<file path="src/rtl/tmr_cap_pkg.sv">
package tmr_cap_pkg;

  // Register addresses of the byte-wide access port.
  typedef enum logic [2:0] {
    REG_CTRL   = 3'd0,
    REG_FLAGS  = 3'd1,
    REG_CNT_LO = 3'd2,
    REG_CNT_HI = 3'd3,
    REG_RLD_LO = 3'd4,
    REG_RLD_HI = 3'd5
  } reg_addr_e;

  // Control register layout, MSB first (bit 5 .. bit 0).
  typedef struct packed {
    logic irq_en;
    logic ext_sel;
    logic fast;
    logic split;
    logic cap_en;
    logic run;
  } ctrl_t;

  localparam int CTRL_W = $bits(ctrl_t);

endpackage

</file>
<file path="src/rtl/tmr_edge_sync.sv">
module tmr_edge_sync #(
  parameter int STAGES = 2
) (
  input  logic clk,
  input  logic rst_n,
  input  logic async_in,
  output logic rise
);

  logic [STAGES-1:0] sync_q;
  logic              last_q;

  always_ff @(posedge clk) begin
    if (!rst_n) begin
      sync_q <= '0;
      last_q <= 1'b0;
    end else begin
      for (int i = STAGES - 1; i > 0; i--) sync_q[i] <= sync_q[i-1];
      sync_q[0] <= async_in;
      last_q    <= sync_q[STAGES-1];
    end
  end

  assign rise = sync_q[STAGES-1] & ~last_q;

  // an edge pulse lasts exactly one cycle.
  a_r5_rise_single: assert property (@(posedge clk) disable iff (!rst_n)
    rise |=> !rise);

endmodule

</file>
<file path="src/rtl/tmr_tick_gen.sv">
module tmr_tick_gen #(
  parameter int DIV_SYS = 12,
  parameter int DIV_EXT = 8
) (
  input  logic clk,
  input  logic rst_n,
  input  logic run,
  input  logic fast,
  input  logic ext_sel,
  input  logic ext_rise,
  output logic tick
);

  logic sys_pulse;
  logic ext_pulse;

  generate
    if (DIV_SYS > 1) begin : g_sys_div
      localparam int SW = $clog2(DIV_SYS);
      logic [SW-1:0] sys_cnt_q;
      logic          sys_last;
      assign sys_last = (sys_cnt_q == SW'(DIV_SYS - 1));
      always_ff @(posedge clk) begin
        if (!rst_n || !run) sys_cnt_q <= '0;
        else if (sys_last)  sys_cnt_q <= '0;
        else                sys_cnt_q <= sys_cnt_q + 1'b1;
      end
      assign sys_pulse = run & sys_last;
    end else begin : g_sys_pass
      assign sys_pulse = run;
    end

    if (DIV_EXT > 1) begin : g_ext_div
      localparam int EW = $clog2(DIV_EXT);
      logic [EW-1:0] ext_cnt_q;
      logic          ext_last;
      assign ext_last = (ext_cnt_q == EW'(DIV_EXT - 1));
      always_ff @(posedge clk) begin
        if (!rst_n || !run) ext_cnt_q <= '0;
        else if (ext_rise)  ext_cnt_q <= ext_last ? '0 : ext_cnt_q + 1'b1;
      end
      assign ext_pulse = run & ext_rise & ext_last;
    end else begin : g_ext_pass
      assign ext_pulse = run & ext_rise;
    end
  endgenerate

  always_comb begin
    if (ext_sel)   tick = ext_pulse;
    else if (fast) tick = run;
    else           tick = sys_pulse;
  end

  // no enable pulse while stopped.
  a_r2_no_tick_stopped: assert property (@(posedge clk) disable iff (!rst_n)
    !run |-> !tick);

  // the divided system rate never yields two pulses back to back.
  a_r3_div_sparse: assert property (@(posedge clk) disable iff (!rst_n)
    (tick && !fast && !ext_sel && DIV_SYS > 1) |=> !tick);

endmodule

</file>
<file path="src/rtl/tmr_count_core.sv">
module tmr_count_core #(
  parameter int CNT_W = 16
) (
  input  logic               clk,
  input  logic               rst_n,
  input  logic               tick,
  input  logic               cap_en,
  input  logic               split,
  input  logic               cap_rise,
  input  logic               cnt_wr_lo,
  input  logic               cnt_wr_hi,
  input  logic               rld_wr_lo,
  input  logic               rld_wr_hi,
  input  logic [CNT_W/2-1:0] wbyte,
  input  logic               clr_hi,
  input  logic               clr_lo,
  output logic [CNT_W-1:0]   cnt,
  output logic [CNT_W-1:0]   rld,
  output logic               flag_hi,
  output logic               flag_lo
);

  localparam int HALF_W = CNT_W / 2;

  logic [HALF_W-1:0] cnt_lo_q, cnt_hi_q, rld_lo_q, rld_hi_q;
  logic              flag_hi_q, flag_lo_q;

  logic              cap_mode, cap_ev, cnt_wr_any, adv;
  logic              lo_full, hi_full;
  logic [HALF_W-1:0] next_lo, next_hi;
  logic [CNT_W-1:0]  next_full;
  logic              wrap_lo, wrap_hi;
  logic              set_hi, set_lo;

  assign cap_mode   = cap_en & ~split;
  assign cap_ev     = cap_mode & cap_rise;
  assign cnt_wr_any = cnt_wr_lo | cnt_wr_hi;
  assign adv        = tick & ~cnt_wr_any;
  assign lo_full    = &cnt_lo_q;
  assign hi_full    = &cnt_hi_q;

  // Next count for the selected layout.
  always_comb begin
    next_full = {cnt_hi_q, cnt_lo_q} + 1'b1;
    if (split) begin
      next_lo = lo_full ? rld_lo_q : cnt_lo_q + 1'b1;
      next_hi = hi_full ? rld_hi_q : cnt_hi_q + 1'b1;
      wrap_lo = lo_full;
      wrap_hi = hi_full;
    end else begin
      if (lo_full && hi_full)
        next_full = cap_mode ? '0 : {rld_hi_q, rld_lo_q};
      next_lo = next_full[HALF_W-1:0];
      next_hi = next_full[CNT_W-1:HALF_W];
      wrap_lo = 1'b0;
      wrap_hi = lo_full & hi_full;
    end
  end

  // Counter: a register write blocks the increment for that edge.
  always_ff @(posedge clk) begin
    if (!rst_n) begin
      cnt_lo_q <= '0;
      cnt_hi_q <= '0;
    end else if (cnt_wr_any) begin
      if (cnt_wr_lo) cnt_lo_q <= wbyte;
      if (cnt_wr_hi) cnt_hi_q <= wbyte;
    end else if (adv) begin
      cnt_lo_q <= next_lo;
      cnt_hi_q <= next_hi;
    end
  end

  // Reload / capture register: capture wins over a register write.
  always_ff @(posedge clk) begin
    if (!rst_n) begin
      rld_lo_q <= '0;
      rld_hi_q <= '0;
    end else if (cap_ev) begin
      rld_lo_q <= cnt_lo_q;
      rld_hi_q <= cnt_hi_q;
    end else begin
      if (rld_wr_lo) rld_lo_q <= wbyte;
      if (rld_wr_hi) rld_hi_q <= wbyte;
    end
  end

  // Flags: set has priority over clear.
  assign set_hi = (adv & wrap_hi) | cap_ev;
  assign set_lo = adv & wrap_lo;

  always_ff @(posedge clk) begin
    if (!rst_n) begin
      flag_hi_q <= 1'b0;
      flag_lo_q <= 1'b0;
    end else begin
      if (set_hi)      flag_hi_q <= 1'b1;
      else if (clr_hi) flag_hi_q <= 1'b0;
      if (set_lo)      flag_lo_q <= 1'b1;
      else if (clr_lo) flag_lo_q <= 1'b0;
    end
  end

  assign cnt     = {cnt_hi_q, cnt_lo_q};
  assign rld     = {rld_hi_q, rld_lo_q};
  assign flag_hi = flag_hi_q;
  assign flag_lo = flag_lo_q;

  // the reload register receives the count seen at the capture edge.
  a_r5_capture_copies: assert property (@(posedge clk) disable iff (!rst_n)
    cap_ev |=> (rld == $past(cnt)));

  // a concurrent increment does not leak into the captured value.
  a_r7_pre_increment: assert property (@(posedge clk) disable iff (!rst_n)
    (cap_ev && adv) |=> (rld != cnt));

  // a capture leaves the high flag set, even against a clear.
  a_r11_set_wins: assert property (@(posedge clk) disable iff (!rst_n)
    (cap_ev && clr_hi) |=> flag_hi);

  // without an enable pulse or a write, the count is frozen.
  a_r2_hold_count: assert property (@(posedge clk) disable iff (!rst_n)
    (!tick && !cnt_wr_any) |=> $stable(cnt));

  // capture mode wraps to zero.
  a_r8_cap_wrap_zero: assert property (@(posedge clk) disable iff (!rst_n)
    (adv && cap_mode && (&cnt)) |=> (cnt == '0) && flag_hi);

  // outside capture mode, only writes alter the reload register.
  a_r12_reload_quiet: assert property (@(posedge clk) disable iff (!rst_n)
    (!cap_mode && !rld_wr_lo && !rld_wr_hi) |=> $stable(rld));

endmodule

</file>
<file path="src/rtl/tmr_cap_top.sv">
module tmr_cap_top
  import tmr_cap_pkg::*;
#(
  parameter int CNT_W       = 16,
  parameter int DIV_SYS     = 12,
  parameter int DIV_EXT     = 8,
  parameter int SYNC_STAGES = 2
) (
  input  logic               clk,
  input  logic               rst_n,
  input  logic [2:0]         reg_addr,
  input  logic               reg_wr,
  input  logic [CNT_W/2-1:0] reg_wdata,
  output logic [CNT_W/2-1:0] reg_rdata,
  input  logic               cmp_in,
  input  logic               ext_clk,
  output logic               irq
);

  localparam int HALF_W = CNT_W / 2;

  ctrl_t            ctrl_q;
  reg_addr_e        addr;
  logic             cmp_rise, ext_rise, tick;
  logic [CNT_W-1:0] cnt, rld;
  logic             flag_hi, flag_lo;
  logic             wr_ctrl, wr_flags;

  assign addr     = reg_addr_e'(reg_addr);
  assign wr_ctrl  = reg_wr && (addr == REG_CTRL);
  assign wr_flags = reg_wr && (addr == REG_FLAGS);

  always_ff @(posedge clk) begin
    if (!rst_n)       ctrl_q <= '0;
    else if (wr_ctrl) ctrl_q <= ctrl_t'(reg_wdata[CTRL_W-1:0]);
  end

  tmr_edge_sync #(.STAGES(SYNC_STAGES)) u_cmp_sync (
    .clk(clk), .rst_n(rst_n), .async_in(cmp_in), .rise(cmp_rise));

  tmr_edge_sync #(.STAGES(SYNC_STAGES)) u_ext_sync (
    .clk(clk), .rst_n(rst_n), .async_in(ext_clk), .rise(ext_rise));

  tmr_tick_gen #(.DIV_SYS(DIV_SYS), .DIV_EXT(DIV_EXT)) u_tick (
    .clk(clk), .rst_n(rst_n), .run(ctrl_q.run), .fast(ctrl_q.fast),
    .ext_sel(ctrl_q.ext_sel), .ext_rise(ext_rise), .tick(tick));

  tmr_count_core #(.CNT_W(CNT_W)) u_core (
    .clk       (clk),
    .rst_n     (rst_n),
    .tick      (tick),
    .cap_en    (ctrl_q.cap_en),
    .split     (ctrl_q.split),
    .cap_rise  (cmp_rise),
    .cnt_wr_lo (reg_wr && addr == REG_CNT_LO),
    .cnt_wr_hi (reg_wr && addr == REG_CNT_HI),
    .rld_wr_lo (reg_wr && addr == REG_RLD_LO),
    .rld_wr_hi (reg_wr && addr == REG_RLD_HI),
    .wbyte     (reg_wdata),
    .clr_hi    (wr_flags && !reg_wdata[0]),
    .clr_lo    (wr_flags && !reg_wdata[1]),
    .cnt       (cnt),
    .rld       (rld),
    .flag_hi   (flag_hi),
    .flag_lo   (flag_lo)
  );

  always_comb begin
    case (addr)
      REG_CTRL:   reg_rdata = HALF_W'(ctrl_q);
      REG_FLAGS:  reg_rdata = HALF_W'({flag_lo, flag_hi});
      REG_CNT_LO: reg_rdata = cnt[HALF_W-1:0];
      REG_CNT_HI: reg_rdata = cnt[CNT_W-1:HALF_W];
      REG_RLD_LO: reg_rdata = rld[HALF_W-1:0];
      REG_RLD_HI: reg_rdata = rld[CNT_W-1:HALF_W];
      default:    reg_rdata = '0;
    endcase
  end

  assign irq = ctrl_q.irq_en & (flag_hi | flag_lo);

  // with interrupts disabled the request stays low.
  a_r6_irq_gated: assert property (@(posedge clk) disable iff (!rst_n)
    !ctrl_q.irq_en |-> !irq);

endmodule

</file>
<file path="config.mk">
export PLATFORM = sky130hd
export DESIGN_NAME = tmr_cap_top
export DESIGN_NICKNAME = d
export VERILOG_FILES = /design/src/rtl/tmr_cap_pkg.sv /design/src/rtl/tmr_edge_sync.sv /design/src/rtl/tmr_tick_gen.sv /design/src/rtl/tmr_count_core.sv /design/src/rtl/tmr_cap_top.sv
export SDC_FILE = /design/constraint.sdc
export NUM_CORES = 1
export LEC_CHECK = 0
export CORE_MARGIN = 2
export CORE_UTILIZATION = 50
export CTS_BUF_LIST = sky130_fd_sc_hd__clkbuf_2
export CTS_CLUSTER_SIZE = 25
export DETAILED_ROUTE_END_ITERATION = 16
export DONT_BUFFER_PORTS = 1
export GPL_TIMING_DRIVEN = 1
export PLACE_DENSITY_LB_ADDON = 0.05
export SYNTH_ARGS = -nofsm -noshare
export SYNTH_HDL_FRONTEND = slang
export SYNTH_SLANG_ARGS = --single-unit
</file>
<file path="constraint.sdc">
create_clock -name clk -period 1.8 [get_ports clk]
set_input_delay 0.09 -clock clk [delete_from_list [all_inputs] [get_ports clk]]
set_output_delay 0.09 -clock clk [all_outputs]
set_load 0.01 [all_outputs]
</file>
==> metrics.md, run 1 <==
| Metric | Value |
|---|---|
| Type of destination of the critical path | `register` |
| Run status | `finished, violations left` |
| Initial antenna violation count | `1` |
| Worst hold slack | `0.0325 ns` |
| Count of final max-slew check failures | `0` |
| Critical path fanouts, max | `8` |
| Relative max-transition margin | `0.302` |
| Violated checks | `setup timing` |
| Reg-to-reg startpoint | `u_core.cnt_hi_q[0]$_SDFFE_PN0P_` |
| Vias in the first global route | `3192` |
| Hold Crit Class | `in -> reg` |
| Routability congestion estimate | `1.02` |
| Number of levels in the clock H-tree | `2` |
| Category of the critical setup timing path | `reg -> reg` |
| Fill count | `547` |
| Crit path from | `u_core.cnt_hi_q[0]$_SDFFE_PN0P_` |
| Iteration-0 DRC Markers | `287` |
| Number of nets produced by synthesis | `415` |
| Startpoint of the worst hold path | `reg_addr[2]` |
| Final TNS setup | `-0.408 ns` |
| Maximum number of pins on one net before global-route repair | `29` |
| Combined area of the multi-input logic cells | `2230 um^2` |
| Register-to-Register Setup Slack | `-0.08 ns` |
| Sequential area share after synthesis | `0.323` |
| Chip Height | `85.1 um` |
| Slew at the pin closest to its max-slew limit | `1.05 ns` |
| Area growth, synth to finish | `30.4%` |
| # Max-Cap Violations | `0` |
| Routed Wire Length | `11.2 mm` |
| Cell count after synthesis | `393` |
| Initial core utilization | `0.518` |
| I/O pins | `25` |
| Routed length on met2 | `5.08 mm` |
| Cell Pwr Density | `512 nW/um^2` |
| Final ANT Viol Nets | `0` |
| Arrival @ worst endpoint | `2.26 ns` |
| Buffers on Ports | `0` |
| Number of endpoints with negative hold slack in the final report | `0` |
| Clock tree from TritonCTS | `done` |
| Count of TritonRoute iterations in the first routing pass | `5` |
| Number of buffers and inverters on the critical path | `2` |
| Placement-stage cell area | `3680 um^2` |
| Per-cell via count in the routed design | `6.44` |
| Remaining DRCs | `0` |
| Routed metal-1 wirelength | `4.98 mm` |
| Clk sink count | `53` |
| Slowest stage cell, crit path | `sky130_fd_sc_hd__dfxtp_4` |
| Cts bufs inserted | `5` |
| FF+latch count, synth | `53` |
| Number of warnings printed during yosys synthesis | `0` |
| Maximum buffer depth of the clock tree | `2` |
| Type of origin of the critical path | `register` |
| Worst-path clk slew | `0.32 ns` |
| Final worst path period share | `1.05` |
| Worst flop-to-flop path endpoint | `u_core.cnt_lo_q[1]$_SDFFE_PN0P_` |
| Detailed-routed wire length on met3 | `827 um` |
| Mapped Avg Cell Area | `8.37 um^2` |
| Core occupancy in the finished layout | `0.675` |
| Required arrival time at the worst endpoint | `2.18 ns` |
| Max Clock Skew | `0.0285 ns` |
| Slowest cell delay on critical path | `0.43 ns` |
| Sequential standard cell area | `1080 um^2` |
| Cells on Worst Hold Path | `4` |
| Timing-limited maximum frequency | `0.531 GHz` |
| Estimated wirelength of the detail-placed design | `7.77 mm` |
| Ordered list of cells on the worst path | `ha_1 > and4_4 > a21oi_2 > nor2_4 > buf_12 > buf_4 > a221oi_2 > o31ai_1` |
| RSZ-0062 raised after global routing | `true` |
| Width of the die | `85.1 um` |
| Async set or reset register ratio after synthesis | `0` |
| Crit path time final | `1.88 ns` |
| Total track usage | `0.309` |
| EDFF count, synth | `0` |
| Clk Latency, worst-skew pair | `0.48 ns` |
| Final worst slack | `-0.0817 ns` |
| Number of vias after detailed routing | `3446` |
| Area of the mapped netlist | `3290 um^2` |
| Clock tree root buffer cell | `sky130_fd_sc_hd__clkbuf_2` |
| Setup violators final | `7` |
| Uppermost layer routed | `met4` |
| Placement Rows | `29` |
| Share of final-layout standard cells stronger than drive strength 1 | `0.306` |
| Leakage | `0.00169 uW` |
| Max VDD drop | `0.601 mV` |
| DR WL/cell | `20.9 um` |
| Post-layout net count | `478` |
| Synth unique cells | `66` |
| Sum of overflow across all layers after global routing | `0` |
| Worst hold path endpoint | `ctrl_q[1]$_SDFFE_PN0P_` |
| Delay-heaviest family, CP | `compound AO/OA/AOI/OAI gates` |
| Main flop type after synthesis | `sky130_fd_sc_hd__dfxtp_1` |
| Final non-filler cell area | `4290 um^2` |
| Area enclosed by the die boundary | `7240 um^2` |
| Reg2reg path depth | `8` |
| Wire length of the first global-routing pass | `17.4 mm` |
| Placeable Area | `6350 um^2` |
-- logic make-up (layout without fill, tap and decap cells) --
logic type                 Yosys count  count (layout)  synth area share
other                                0               1                 0
DFF                                 53              53             0.323
AOI/OAI and AO/OA                  125             125             0.260
buffers and inverters               42             106            0.0616
adders and majority gates            6               6            0.0228
xor gates and xnor gates            13              13            0.0346
and+or+nand+nor                    122             122             0.200
muxes                               32              32            0.0986
-- cell type report --
cell class | instances | share of cell area
inverters | 7 | 0.00613
clock buffers | 5 | 0.00583
flip-flops and latches | 53 | 0.251
diodes | 1 | 0.000583
well taps | 77 | 0.0225
repair buffers | 91 | 0.183
multi-input cells | 298 | 0.520
clock inverters | 3 | 0.0111
-- worst max-delay path by stage --
stage                                                 end  slack (ns)  depth (start not counted)
after floorplan           u_core.cnt_hi_q[1]$_SDFFE_PN0P_        0.01                          9
after global placement    u_core.cnt_hi_q[6]$_SDFFE_PN0P_       -0.25                          8
after detailed placement  u_core.cnt_lo_q[7]$_SDFFE_PN0P_       -0.26                          9
after CTS                 u_core.cnt_hi_q[1]$_SDFFE_PN0P_       -0.04                          9
after global routing      u_core.cnt_lo_q[5]$_SDFFE_PN0P_       -0.16                          8
final                     u_core.cnt_lo_q[1]$_SDFFE_PN0P_       -0.08                          8
-- stage by stage --
stage | setup WS (ns) | total power [uW] | cells
6_report | -0.0817 | 2190 | 535
5_1_grt | -0.163 | 2260 | 535
4_1_cts | -0.0392 | 2190 | 521
3_5_place_dp | -0.256 | 1440 | 494
3_3_place_gp | -0.249 | 1440 | 494
2_1_floorplan | 0.0117 | 1400 | 393
-- repair_timing --
item	CTS	global route
pin swaps	13	14
resized for setup	24	33
hold buffers	15	1
endpoints found under the hold margin	48	1
buffers inserted	4	12
endpoints found under the setup margin	19	22
-- metal layers --
layer	global-route usage	up-vias
met5	0	-
met4	0.110	0
met3	0.0691	30
met2	0.487	146
met1	0.417	1675
li1	-	1595
-- sequential cells by signal, indices dropped and copies added (netlist names) --
signal / cells
u_cmp_sync.sync_q: 2
u_core.cnt_hi_q: 8
ctrl_q: 6
u_core.rld_hi_q: 8
u_ext_sync.last_q: 1
u_core.flag_lo: 1
u_ext_sync.sync_q: 2
u_tick.g_sys_div.sys_cnt_q: 4
u_cmp_sync.last_q: 1
u_core.cnt_lo_q: 8
u_core.rld_lo_q: 8
u_tick.g_ext_div.ext_cnt_q: 3
u_core.flag_hi: 1
-- power breakdown --
group	switching, uW	total (uW)	internal (uW)	leakage (uW)
Clock	442	689	247	0.0000440
Sequential	22.1	1220	1200	0.000434
Combinational	161	282	121	0.00121
Total	625	2190	1570	0.00169
-- synth_stat cells, types with 2 or more instances --
library cell | instances | area [um^2]
sky130_fd_sc_hd__nor2_4 | 2 | 22.5
sky130_fd_sc_hd__buf_4 | 4 | 30.0
sky130_fd_sc_hd__nor2b_1 | 3 | 18.8
sky130_fd_sc_hd__mux2i_1 | 29 | 290
sky130_fd_sc_hd__o2111ai_1 | 3 | 26.3
sky130_fd_sc_hd__o21ai_1 | 2 | 10.0
sky130_fd_sc_hd__dfxtp_1 | 53 | 1060
sky130_fd_sc_hd__buf_1 | 4 | 15.0
sky130_fd_sc_hd__mux2_2 | 3 | 33.8
sky130_fd_sc_hd__and4_4 | 2 | 22.5
sky130_fd_sc_hd__a32o_1 | 2 | 20.0
sky130_fd_sc_hd__a21o_1 | 2 | 15.0
sky130_fd_sc_hd__a41oi_1 | 2 | 17.5
sky130_fd_sc_hd__nand3_1 | 22 | 110
sky130_fd_sc_hd__o21a_1 | 3 | 22.5
sky130_fd_sc_hd__nor2_1 | 50 | 188
sky130_fd_sc_hd__xor2_1 | 5 | 43.8
sky130_fd_sc_hd__o21ai_0 | 24 | 120
sky130_fd_sc_hd__a31oi_1 | 9 | 56.3
sky130_fd_sc_hd__xnor2_1 | 8 | 70.1
sky130_fd_sc_hd__or3_1 | 3 | 18.8
sky130_fd_sc_hd__clkbuf_1 | 18 | 67.6
sky130_fd_sc_hd__inv_1 | 4 | 15.0
sky130_fd_sc_hd__buf_6 | 3 | 33.8
sky130_fd_sc_hd__nand2_1 | 13 | 48.8
sky130_fd_sc_hd__nor3_1 | 2 | 10.0
sky130_fd_sc_hd__nand4_2 | 2 | 25.0
sky130_fd_sc_hd__a221oi_1 | 4 | 35.0
sky130_fd_sc_hd__a211oi_1 | 26 | 195
sky130_fd_sc_hd__a22oi_1 | 8 | 60.1
sky130_fd_sc_hd__inv_2 | 3 | 11.3
sky130_fd_sc_hd__buf_2 | 6 | 30.0
sky130_fd_sc_hd__o31ai_1 | 7 | 52.6
sky130_fd_sc_hd__and2_1 | 6 | 37.5
sky130_fd_sc_hd__a21oi_2 | 2 | 17.5
sky130_fd_sc_hd__ha_1 | 6 | 75.1
sky130_fd_sc_hd__a21oi_1 | 19 | 95.1
-- worst register-to-register path: stages (launching register included) --
cell	delay, ns
sky130_fd_sc_hd__dfxtp_4	0.43
sky130_fd_sc_hd__ha_1	0.26
sky130_fd_sc_hd__and4_4	0.24
sky130_fd_sc_hd__a21oi_2	0.20
sky130_fd_sc_hd__nor2_4	0.05
sky130_fd_sc_hd__buf_12	0.14
sky130_fd_sc_hd__buf_4	0.13
sky130_fd_sc_hd__a221oi_2	0.25
sky130_fd_sc_hd__o31ai_1	0.09
-- cells in the final DEF, fill, tap and decap left out, types with 4 or more instances in the layout --
cell	n
sky130_fd_sc_hd__dlygate4sd3_1	15
sky130_fd_sc_hd__xnor2_1	7
sky130_fd_sc_hd__dfxtp_1	45
sky130_fd_sc_hd__buf_6	6
sky130_fd_sc_hd__buf_4	66
sky130_fd_sc_hd__a31oi_1	9
sky130_fd_sc_hd__a21oi_1	16
sky130_fd_sc_hd__a22oi_1	7
sky130_fd_sc_hd__mux2i_1	29
sky130_fd_sc_hd__nand3_1	22
sky130_fd_sc_hd__xor2_1	5
sky130_fd_sc_hd__o31ai_1	6
sky130_fd_sc_hd__and2_1	6
sky130_fd_sc_hd__clkbuf_2	5
sky130_fd_sc_hd__nand2_1	13
sky130_fd_sc_hd__dfxtp_2	6
sky130_fd_sc_hd__inv_2	5
sky130_fd_sc_hd__o21ai_0	20
sky130_fd_sc_hd__nor2_1	49
sky130_fd_sc_hd__o21ai_1	4
sky130_fd_sc_hd__a211oi_1	24
Note: power is estimated with default switching activity, not from simulation.
==> inputs of run 2 (changes only) <==
--- a/config.mk
+++ b/config.mk
@@ -13,6 +13,7 @@
 export DONT_BUFFER_PORTS = 1
 export GPL_TIMING_DRIVEN = 1
 export PLACE_DENSITY_LB_ADDON = 0.05
+export SETUP_SLACK_MARGIN = 0.3
 export SYNTH_ARGS = -nofsm -noshare
 export SYNTH_HDL_FRONTEND = slang
 export SYNTH_SLANG_ARGS = --single-unit
==> metrics.md, run 2 (synthesized netlist as in run 1, its figures left out) <==
| Metric | Value |
|---|---|
| Run status | `finished, violations left (unchanged)` |
| Violated checks | `hold timing (was setup timing)` |
| Cts bufs inserted | `5 (unchanged)` |
| Placement Rows | `29 (unchanged)` |
| Delay-heaviest family, CP | `simple AND/OR/NAND/NOR gates (was compound AO/OA/AOI/OAI gates)` |
| Sum of overflow across all layers after global routing | `0 (unchanged)` |
| Final TNS setup | `0 ns (was -0.408 ns)` |
| Vias in the first global route | `3695 (was 3192)` |
| Share of final-layout standard cells stronger than drive strength 1 | `0.489 (was 0.306)` |
| Required arrival time at the worst endpoint | `2.24 ns (was 2.18 ns)` |
| Wire length of the first global-routing pass | `20.1 mm (was 17.4 mm)` |
| Leading cell type in the layout, fill and taps excluded | `sky130_fd_sc_hd__buf_4 (unchanged)` |
| Clk Latency, worst-skew pair | `0.51 ns (was 0.48 ns)` |
| Area growth, synth to finish | `53.9% (was 30.4%)` |
| Post-layout net count | `497 (was 478)` |
| Buffers on Ports | `0 (unchanged)` |
| Clock tree from TritonCTS | `done (unchanged)` |
| Worst-path clk slew | `0.32 ns (about the same)` |
| Number of buffers and inverters on the critical path | `2 (unchanged)` |
| Count of final max-slew check failures | `0 (unchanged)` |
| Per-cell via count in the routed design | `6.86 (was 6.44)` |
| Type of destination of the critical path | `register (unchanged)` |
| Initial antenna violation count | `0 (was 1)` |
| Slowest cell delay on critical path | `0.45 ns (was 0.43 ns)` |
| Crit path time final | `1.78 ns (was 1.88 ns)` |
| Routed Wire Length | `13.5 mm (was 11.2 mm)` |
| Ordered list of cells on the worst path | `ha_4 > nand4_1 > or2_4 > buf_4 > nor2_4 > buf_12 > a311oi_2 > a211oi_1 (was ha_1 > and4_4 > a21oi_2 > nor2_4 > buf_12 > buf_4 > a221oi_2 > o31ai_1)` |
| Area enclosed by the die boundary | `7240 um^2 (unchanged)` |
| Number of levels in the clock H-tree | `2 (unchanged)` |
| Estimated wirelength of the detail-placed design | `7.37 mm (was 7.77 mm)` |
| Leakage | `0.00188 uW (was 0.00169 uW)` |
| Maximum number of pins on one net before global-route repair | `29 (unchanged)` |
| Count of TritonRoute iterations in the first routing pass | `5 (unchanged)` |
| Worst hold slack | `-0.345 ns (was 0.0325 ns)` |
| Final worst path period share | `0.991 (was 1.05)` |
| Setup violators final | `0 (was 7)` |
| Initial core utilization | `0.518 (unchanged)` |
| DR WL/cell | `24.4 um (was 20.9 um)` |
| Final non-filler cell area | `5060 um^2 (was 4290 um^2)` |
| Hold Crit Class | `in -> reg (unchanged)` |
| Chip Height | `85.1 um (unchanged)` |
| Final ANT Viol Nets | `0 (unchanged)` |
| Max VDD drop | `0.481 mV (was 0.601 mV)` |
| Iteration-0 DRC Markers | `399 (was 287)` |
| I/O pins | `25 (unchanged)` |
| RSZ-0062 raised after global routing | `true (unchanged)` |
| Number of endpoints with negative hold slack in the final report | `15 (was 0)` |
| Highest-count cells in the layout ignoring fill and taps | `sky130_fd_sc_hd__buf_4, sky130_fd_sc_hd__mux2i_1, sky130_fd_sc_hd__nor2_1 (was sky130_fd_sc_hd__buf_4, sky130_fd_sc_hd__nor2_1, sky130_fd_sc_hd__dfxtp_1)` |
| Max Clock Skew | `0.0183 ns (was 0.0285 ns)` |
| Fill count | `375 (was 547)` |
| Worst slack after detailed placement | `-0.0531 ns (was -0.256 ns)` |
| Placeable Area | `6350 um^2 (unchanged)` |
| Arrival @ worst endpoint | `2.22 ns (was 2.26 ns)` |
| Cell Pwr Density | `423 nW/um^2 (was 512 nW/um^2)` |
| Timing-limited maximum frequency | `0.561 GHz (was 0.531 GHz)` |
| # Max-Cap Violations | `0 (unchanged)` |
| N_diodes | `0 (was 1)` |
| Critical path fanouts, max | `8 (unchanged)` |
| Slowest stage cell, crit path | `sky130_fd_sc_hd__dfxtp_4 (unchanged)` |
| Placement-stage cell area | `3690 um^2 (was 3680 um^2)` |
| Maximum buffer depth of the clock tree | `2 (unchanged)` |
| Slew at the pin closest to its max-slew limit | `0.846 ns (was 1.05 ns)` |
| Clock tree root buffer cell | `sky130_fd_sc_hd__clkbuf_2 (unchanged)` |
| Width of the die | `85.1 um (unchanged)` |
| Total track usage | `0.357 (was 0.309)` |
| Remaining DRCs | `0 (unchanged)` |
| Number of vias after detailed routing | `3793 (was 3446)` |
| Core occupancy in the finished layout | `0.797 (was 0.675)` |
| Type of origin of the critical path | `register (unchanged)` |
| Category of the critical setup timing path | `reg -> reg (unchanged)` |
| Clk sink count | `53 (unchanged)` |
| Routability congestion estimate | `0.987 (was 1.02)` |
| Relative max-transition margin | `0.434 (was 0.302)` |
| Final worst slack | `0.0163 ns (was -0.0817 ns)` |
[run 2: changes by cell type in the layout (fill, tap and decap cells not counted), sizes merged]
| cell | change |
|---|---|
| buf | +9 |
| diode | -1 |
| clkinv | +4 |
| dlygate4sd3 | +10 |
| bufinv | -1 |
| inv | -3 |
[run 2: layer usage]
metal,GRT usage,vias up,share of wire
met4,0.206,0,0.065
met5,0,-,0
met2,0.565,267,0.45
li1,-,1629,-
met3,0.0817,80,0.11
met1,0.443,1817,0.38
[run 2: power by group]
part	internal (uW)	switching (uW)	total, uW
Combinational	158	192	350
Clock	115	456	570
Sequential	1190	26.1	1220
[run 2: path summary, 6_finish.rpt]
path,start,endpoint,slack (ns),cells after the start
max reg2reg,u_core.cnt_lo_q[1]$_SDFFE_PN0P_,u_core.cnt_lo_q[2]$_SDFFE_PN0P_,0.02,8
max,u_core.cnt_lo_q[1]$_SDFFE_PN0P_,u_core.cnt_lo_q[2]$_SDFFE_PN0P_,0.02,8
min reg2reg,u_tick.g_sys_div.sys_cnt_q[0]$_SDFF_PP0_,u_tick.g_sys_div.sys_cnt_q[0]$_SDFF_PP0_,0.44,1
min,rst_n,u_core.cnt_hi_q[5]$_SDFFE_PN0P_,-0.34,2
[run 2: what timing repair did]
action                                  in CTS  in global routing
cloned                                       3                  0
pin swaps                                   38                 22
resized for setup                          104                 59
endpoints found under the setup margin      42                 51
buffers inserted                            25                 13
endpoints found under the hold margin       52                 22
hold buffers                                31                  1
[run 2: final cells by class]
| cell class | count | area, um^2 | share of cell area |
|---|---|---|---|
| Tap cell | 77 | 96.3 | 0.0190 |
| Sequential cell | 53 | 1110 | 0.220 |
| Multi-Input combinational cell | 298 | 2660 | 0.525 |
| Timing Repair Buffer | 110 | 1100 | 0.218 |
| Clock buffer | 5 | 25.0 | 0.00495 |
| Clock inverter | 3 | 33.8 | 0.00668 |
| Inverter | 7 | 31.3 | 0.00618 |
[run 2: worst register-to-register path, stage by stage, from the launching register on]
cell and delay (ns):
sky130_fd_sc_hd__dfxtp_4 0.45, sky130_fd_sc_hd__ha_4 0.13, sky130_fd_sc_hd__nand4_1 0.11, sky130_fd_sc_hd__or2_4 0.29, sky130_fd_sc_hd__buf_4 0.15, sky130_fd_sc_hd__nor2_4 0.10
sky130_fd_sc_hd__buf_12 0.15, sky130_fd_sc_hd__a311oi_2 0.12, sky130_fd_sc_hd__a211oi_1 0.20
[run 2: per-stage QoR]
stage	cells	total power, uW	hold slack [ns]
3_3_place_gp	478	1440	0.222
5_1_grt	553	2200	-0.352
2_1_floorplan	393	1400	0.217
3_5_place_dp	478	1440	0.220
4_1_cts	545	2100	-0.329
6_report	553	2140	-0.345
